## config.mk

```make
export PLATFORM = sky130hd
export DESIGN_NAME = supv_reset
export DESIGN_NICKNAME = d
export VERILOG_FILES = /design/src/rtl/supv_reset_pkg.sv /design/src/rtl/supv_reset_count.sv /design/src/rtl/supv_reset_fsm.sv /design/src/rtl/supv_reset.sv
export SDC_FILE = /design/constraint.sdc
export NUM_CORES = 1
export LEC_CHECK = 0
export BUFFER_PORTS_ARGS = -buffer_cell sky130_fd_sc_hd__buf_2
export CELL_PAD_IN_SITES_DETAIL_PLACEMENT = 1
export CELL_PAD_IN_SITES_GLOBAL_PLACEMENT = 1
export CORE_AREA = 3 3 69 71
export CTS_BUF_LIST = sky130_fd_sc_hd__clkbuf_8
export DETAILED_ROUTE_END_ITERATION = 16
export DIE_AREA = 0 0 72 74
export GPL_TIMING_DRIVEN = 0
export PLACE_DENSITY = 0.64
export SETUP_SLACK_MARGIN = 0.1
export SLEW_MARGIN = 20
export SYNTH_ARGS = -nofsm -noshare
export SYNTH_HDL_FRONTEND = slang
export SYNTH_SLANG_ARGS = --single-unit
```

## constraint.sdc

```tcl
create_clock -name clk -period 3.55 [get_ports clk]
set_input_delay 0.71 -clock clk [delete_from_list [all_inputs] [get_ports clk]]
set_output_delay 0.71 -clock clk [all_outputs]
set_load 0.02 [all_outputs]
```

## src/rtl/supv_reset_pkg.sv

```systemverilog
package supv_reset_pkg;

  typedef enum logic [1:0] {
    ST_OFF  = 2'd0,
    ST_HOLD = 2'd1,
    ST_RUN  = 2'd2
  } rstState_e;

  // Strobes from the control FSM to the counting datapath
  typedef struct packed {
    logic holdClr;
    logic holdCount;
    logic wdClr;
    logic wdCount;
  } ctrlStrobes_t;

endpackage

```

## src/rtl/supv_reset_count.sv

```systemverilog
module supv_reset_count
  import supv_reset_pkg::*;
#(
  parameter int HOLD_TICKS     = 200,
  parameter int WD_TICKS_SHORT = 200,
  parameter int WD_TICKS_MID   = 600,
  parameter int WD_TICKS_LONG  = 1400
) (
  input  logic         clk,
  input  logic         supplyOk,
  input  logic         tick,
  input  logic         csN,
  input  logic [1:0]   wdSel,
  input  ctrlStrobes_t strobes,
  output logic         holdDone,
  output logic         wdDone
);

  localparam int MAX_A  = (HOLD_TICKS > WD_TICKS_SHORT) ? HOLD_TICKS : WD_TICKS_SHORT;
  localparam int MAX_B  = (WD_TICKS_MID > WD_TICKS_LONG) ? WD_TICKS_MID : WD_TICKS_LONG;
  localparam int MAX_T  = (MAX_A > MAX_B) ? MAX_A : MAX_B;
  localparam int CNT_W  = $clog2(MAX_T + 1);
  localparam logic [CNT_W-1:0] HOLD_LAST  = CNT_W'(HOLD_TICKS - 1);
  localparam logic [CNT_W-1:0] SHORT_LAST = CNT_W'(WD_TICKS_SHORT - 1);
  localparam logic [CNT_W-1:0] MID_LAST   = CNT_W'(WD_TICKS_MID - 1);
  localparam logic [CNT_W-1:0] LONG_LAST  = CNT_W'(WD_TICKS_LONG - 1);

  logic [1:0]       csSync;
  logic             csPrev;
  logic [1:0]       selPrev;
  logic [CNT_W-1:0] holdCnt;
  logic [CNT_W-1:0] wdCnt;
  logic [CNT_W-1:0] wdLast;
  logic             wdOn;
  logic             kick;
  logic             selChanged;

  // Select line synchronizer and falling-edge detect
  always_ff @(posedge clk or negedge supplyOk) begin
    if (!supplyOk) begin
      csSync  <= 2'b11;
      csPrev  <= 1'b1;
      selPrev <= 2'b11;
    end else begin
      csSync  <= {csSync[0], csN};
      csPrev  <= csSync[1];
      selPrev <= wdSel;
    end
  end

  assign kick       = csPrev & ~csSync[1];
  assign selChanged = (selPrev != wdSel);

  always_comb begin
    wdOn   = 1'b1;
    wdLast = SHORT_LAST;
    case (wdSel)
      2'b11:   wdLast = SHORT_LAST;
      2'b10:   wdLast = MID_LAST;
      2'b01:   wdLast = LONG_LAST;
      default: wdOn   = 1'b0;
    endcase
  end

  // Stretch counter
  always_ff @(posedge clk or negedge supplyOk) begin
    if (!supplyOk) begin
      holdCnt <= '0;
    end else if (strobes.holdClr) begin
      holdCnt <= '0;
    end else if (strobes.holdCount && tick) begin
      holdCnt <= holdCnt + 1'b1;
    end
  end

  assign holdDone = strobes.holdCount && tick && (holdCnt == HOLD_LAST);

  // Watchdog counter
  always_ff @(posedge clk or negedge supplyOk) begin
    if (!supplyOk) begin
      wdCnt <= '0;
    end else if (strobes.wdClr || kick || selChanged) begin
      wdCnt <= '0;
    end else if (strobes.wdCount && wdOn && tick) begin
      wdCnt <= wdCnt + 1'b1;
    end
  end

  assign wdDone = strobes.wdCount && wdOn && tick && !kick && !selChanged
                  && (wdCnt == wdLast);

endmodule

```

## src/rtl/supv_reset_fsm.sv

```systemverilog
module supv_reset_fsm
  import supv_reset_pkg::*;
(
  input  logic         clk,
  input  logic         supplyOk,
  input  logic         holdDone,
  input  logic         wdDone,
  output ctrlStrobes_t strobes,
  output logic         rstN,
  output logic         rst
);

  rstState_e  state;
  rstState_e  stateNext;
  logic [1:0] okSync;
  logic       rstNReg;
  logic       rstReg;

  always_comb begin
    stateNext = state;
    case (state)
      ST_OFF:  if (okSync[1]) stateNext = ST_HOLD;
      ST_HOLD: if (holdDone)  stateNext = ST_RUN;
      ST_RUN:  if (wdDone)    stateNext = ST_HOLD;
      default: stateNext = ST_OFF;
    endcase
  end

  // Asynchronous assert on supply loss, synchronized release
  always_ff @(posedge clk or negedge supplyOk) begin
    if (!supplyOk) begin
      okSync  <= 2'b00;
      state   <= ST_OFF;
      rstNReg <= 1'b0;
      rstReg  <= 1'b1;
    end else begin
      okSync  <= {okSync[0], 1'b1};
      state   <= stateNext;
      rstNReg <= (stateNext == ST_RUN);
      rstReg  <= (stateNext != ST_RUN);
    end
  end

  always_comb begin
    strobes.holdClr   = (state != ST_HOLD);
    strobes.holdCount = (state == ST_HOLD);
    strobes.wdClr     = (state != ST_RUN);
    strobes.wdCount   = (state == ST_RUN);
  end

  assign rstN = rstNReg;
  assign rst  = rstReg;

endmodule

```

## src/rtl/supv_reset.sv

```systemverilog
module supv_reset
  import supv_reset_pkg::*;
#(
  parameter int HOLD_TICKS     = 200,
  parameter int WD_TICKS_SHORT = 200,
  parameter int WD_TICKS_MID   = 600,
  parameter int WD_TICKS_LONG  = 1400
) (
  input  logic       clk,
  input  logic       tick,
  input  logic       supplyOk,
  input  logic       csN,
  input  logic [1:0] wdSel,
  output logic       rstN,
  output logic       rst
);

  ctrlStrobes_t strobes;
  logic         holdDone;
  logic         wdDone;

  supv_reset_fsm u_fsm (
    .clk      (clk),
    .supplyOk (supplyOk),
    .holdDone (holdDone),
    .wdDone   (wdDone),
    .strobes  (strobes),
    .rstN     (rstN),
    .rst      (rst)
  );

  supv_reset_count #(
    .HOLD_TICKS     (HOLD_TICKS),
    .WD_TICKS_SHORT (WD_TICKS_SHORT),
    .WD_TICKS_MID   (WD_TICKS_MID),
    .WD_TICKS_LONG  (WD_TICKS_LONG)
  ) u_count (
    .clk      (clk),
    .supplyOk (supplyOk),
    .tick     (tick),
    .csN      (csN),
    .wdSel    (wdSel),
    .strobes  (strobes),
    .holdDone (holdDone),
    .wdDone   (wdDone)
  );

endmodule

```

==> results.toml <==
[routing]
wl_met3_um = 109
drtPass1Iterations = 4
wl_met2_mm = 1.621
ant_nets = 0
route.vias.total = 1163
met1_length_mm = 1.545
dr.max_layer_used = "met4"
drc = 0
wire_per_inst_um = 15.18
vias_per_cell = 5.286
initialDrtViolationCount = 45
wl_mm = 3.340

[pwr]
power_frac_comb = 0.156
p_int_mw = 0.6150
vdd_ir_drop_max_uv = 197.0
pwr-share-seq = 0.537
leakage_nw = 0.7435
power.density_mw_per_mm2 = 489.6
clkPwrFrac = 0.307
p_sw_mw = 0.2567
swShare = 0.2945

[critical_path]
critPathMaxFanout = 6
criticalPathCategory = "in -> reg"
rrSetupSlack_ns = 1.88
r2r_end = "u_fsm.rstN$_DFF_PN0_"
crit_arrival_ns = 2.10
startpoint = "wdSel[0]"
critPathCapture = "u_count.wdCnt[9]$_DFFE_PN0P_"
cpPeakStageDelay_ns = 0.43
worstReg2RegStart = "u_count.selPrev[0]$_DFF_PN1_"
r2r_cells = 4
worstSetupStartpointType = "input port"
cp.required_ns = 3.70
critPathSlowestCell = "nor4_1"
crit_chain = "buf_2 > inv_1 > ha_1 > nand4bb_1 > nor4_1 > xnor2_1 > nor2_1"
end_kind = "flip-flop"

[global_routing]
globalRouteOverflowTotal = 0
grt_use_total = 0.1481
antenna_found_initial = 0
grt_first_pass_wirelength_mm = 5.906
grt_max_degree = 34
grt_pass1_vias = 1225

[clock_tree]
cts_made_buffers = 5
clock_path_buffers = 2
cts.sinks = 33
cts_resized = 0
h-tree-depth = 2
ctsRootBufferMaster = "clkbuf_8"
cts_setup_buffers = 0
cts.clk_slew.worst_paths_ns = 0.07
clk_latency_ns = 0.28
cts_tree = "done"
hold_buffers = 0

[sta]
setup_tns_ns = 0
finalCritPeriodShare = 0.5516
skew_ns = 0.002706
hold_slack_ns = 0.3597
period_needed_ns = 1.958
maxSlewHeadroom = 0.5071
slew_violations = 0
hold_viol_final = 0
setup_viol = 0
tightest_slew_ns = 0.7393
fin_ws_ns = 1.592
timing.fmax_ghz = 0.5107
rsz0062_at_grt = "no"

[floorplanning]
dieArea_mm2 = 0.005328
ios = 8
rows = 24
start_util = 0.3733
core_region_area_mm2 = 0.004294
die_y_um = 74
dieWidth_um = 72

[place]
finalWeightedCongestion = 0.7244
dpl.hpwl_mm = 2.442
port_buffers = 6
place_ws_ns = 1.267

[logic_synthesis]
ys.flop_type = "dfrtp_1"
synth_edf_count = 0
syn_area_per_cell_um2 = 10.41
syn-num-nets = 165
synth_area_mm2 = 0.001603
ys.warnings.count = 0
synthArstFlopShare = 1.000
netlist_instances = 154
synth_cell_type_count = 36
ys_seq_area_frac = 0.5199
ys_seq_elements = 33

[run]
maxCapViolCount = 0

[outcome]
outcome = "completed"

[cells_and_area]
final_net_count = 178
drive_gt1_frac = 0.1488
n_antenna_cell = 0
post-route-util = 0.4146
syn2layout_area_growth_pct = 11.09

[min_path]
hold_class = "reg -> reg"
## power by group through the flow
stage | combinational [mW] | clock, mW | sequential [mW]
6_report | 0.136 | 0.268 | 0.468
5_1_grt | 0.158 | 0.301 | 0.475
4_1_cts | 0.138 | 0.277 | 0.468
3_5_place_dp | 0.137 | 0 | 0.475
3_3_place_gp | 0.130 | 0 | 0.468
2_1_floorplan | 0.107 | 0 | 0.460
## per-stage QoR
stage               std cells  area (um2)  power (mW)
global route              220        1780      0.9335
CTS                       220        1780      0.8830
detailed placement        212        1698      0.6116
floorplan                 154        1603      0.5672
global placement          212        1698      0.5973
finish                    220        1780      0.8717
## cells in the final DEF, fill, tap and decap left out, types with 2 or more instances in the layout
cell type	count
clkbuf_8	5
nand4_1	5
and3_1	2
nand2b_1	3
ha_1	5
a21o_1	2
dfrtp_1	27
nor4_1	3
xnor2_1	11
o21ai_0	4
clkbuf_1	2
clkinv_2	2
nand2_1	9
buf_2	7
a21oi_1	7
nor3_1	7
nor2_1	19
inv_1	5
dfstp_2	6
or3_1	4
nand3_1	8
xor2_1	9
## worst min-delay path by stage
stage / startpoint / end / slack (ns) / cells after the start
floorplan: u_fsm.okSync[0]$_DFF_PN0_ / u_fsm.okSync[1]$_DFF_PN0_ / 0.33 / 0
global placement: u_fsm.okSync[0]$_DFF_PN0_ / u_fsm.okSync[1]$_DFF_PN0_ / 0.35 / 0
detailed placement: u_fsm.okSync[0]$_DFF_PN0_ / u_fsm.okSync[1]$_DFF_PN0_ / 0.35 / 0
CTS: u_count.csSync[0]$_DFF_PN1_ / u_count.csSync[1]$_DFF_PN1_ / 0.36 / 0
global route: u_count.csSync[0]$_DFF_PN1_ / u_count.csSync[1]$_DFF_PN1_ / 0.37 / 0
finish: u_count.csSync[0]$_DFF_PN1_ / u_count.csSync[1]$_DFF_PN1_ / 0.36 / 0
## flip-flops by register name (all words and copies together) (netlist names)
name             count
u_count.csPrev       1
u_count.csSync       2
u_count.holdCnt     11
u_count.selPrev      2
u_count.wdCnt       11
u_fsm.okSync         2
u_fsm.rst            1
u_fsm.rstN           1
u_fsm.state          2
## critical path, delay by kind of cell
| family | cells | cell delay (ns) |
|---|---|---|
| adders and majority gates | 1 | 0.19 |
| buffers and inverters | 2 | 0.20 |
| and+or+nand+nor | 3 | 0.84 |
| xor gates and xnor gates | 1 | 0.16 |
## cell usage after synthesis, types with 2 or more instances
| cell | number | area (um2) |
|---|---|---|
| xor2_1 | 9 | 78.83 |
| and3_1 | 2 | 12.51 |
| clkbuf_1 | 2 | 7.510 |
| or3_1 | 4 | 25.02 |
| nand2b_1 | 3 | 18.77 |
| nor2_1 | 19 | 71.32 |
| xnor2_1 | 11 | 96.34 |
| o21ai_0 | 4 | 20.02 |
| inv_1 | 4 | 15.01 |
| nand2_1 | 9 | 33.78 |
| nor3_1 | 7 | 35.03 |
| nand3_1 | 8 | 40.04 |
| a21oi_1 | 7 | 35.03 |
| ha_1 | 5 | 62.56 |
| nor4_1 | 3 | 18.77 |
| dfstp_2 | 6 | 157.7 |
| a21o_1 | 2 | 15.01 |
| dfrtp_1 | 27 | 675.7 |
| nand4_1 | 5 | 31.28 |
## metal layers
layer  GRT usage  up-vias
li1            -      550
met3     0.04054        6
met5           0        -
met4     0.06889        0
met2      0.2418       14
met1      0.1838      593
## layout make-up
type / count / area [um2]
inverters: 4 / 15.01
multi-input cells: 113 / 734.5
repair buffers: 6 / 30.03
plain buffers: 4 / 20.02
fillers: 489 / 2514
flip-flops and latches: 33 / 833.3
clock inverters: 3 / 13.76
well taps: 52 / 65.06
clock buffers: 5 / 68.82
## cell families (layout without fill, tap and decap cells)
family                   Yosys count  count (layout)  share of synthesized area
AO/OA/AOI/OAI                     14              14                    0.04762
XOR/XNOR                          20              20                     0.1093
adder cells (fa/ha/maj)            5               5                    0.03903
buffers and inverters              8              22                    0.02186
flip-flops                        33              33                     0.5199
multiplexers                       1               1                   0.006245
other                              1               1                   0.002340
AND/OR/NAND/NOR                   72              72                     0.2537
Power figures use the tool's default switching activity.
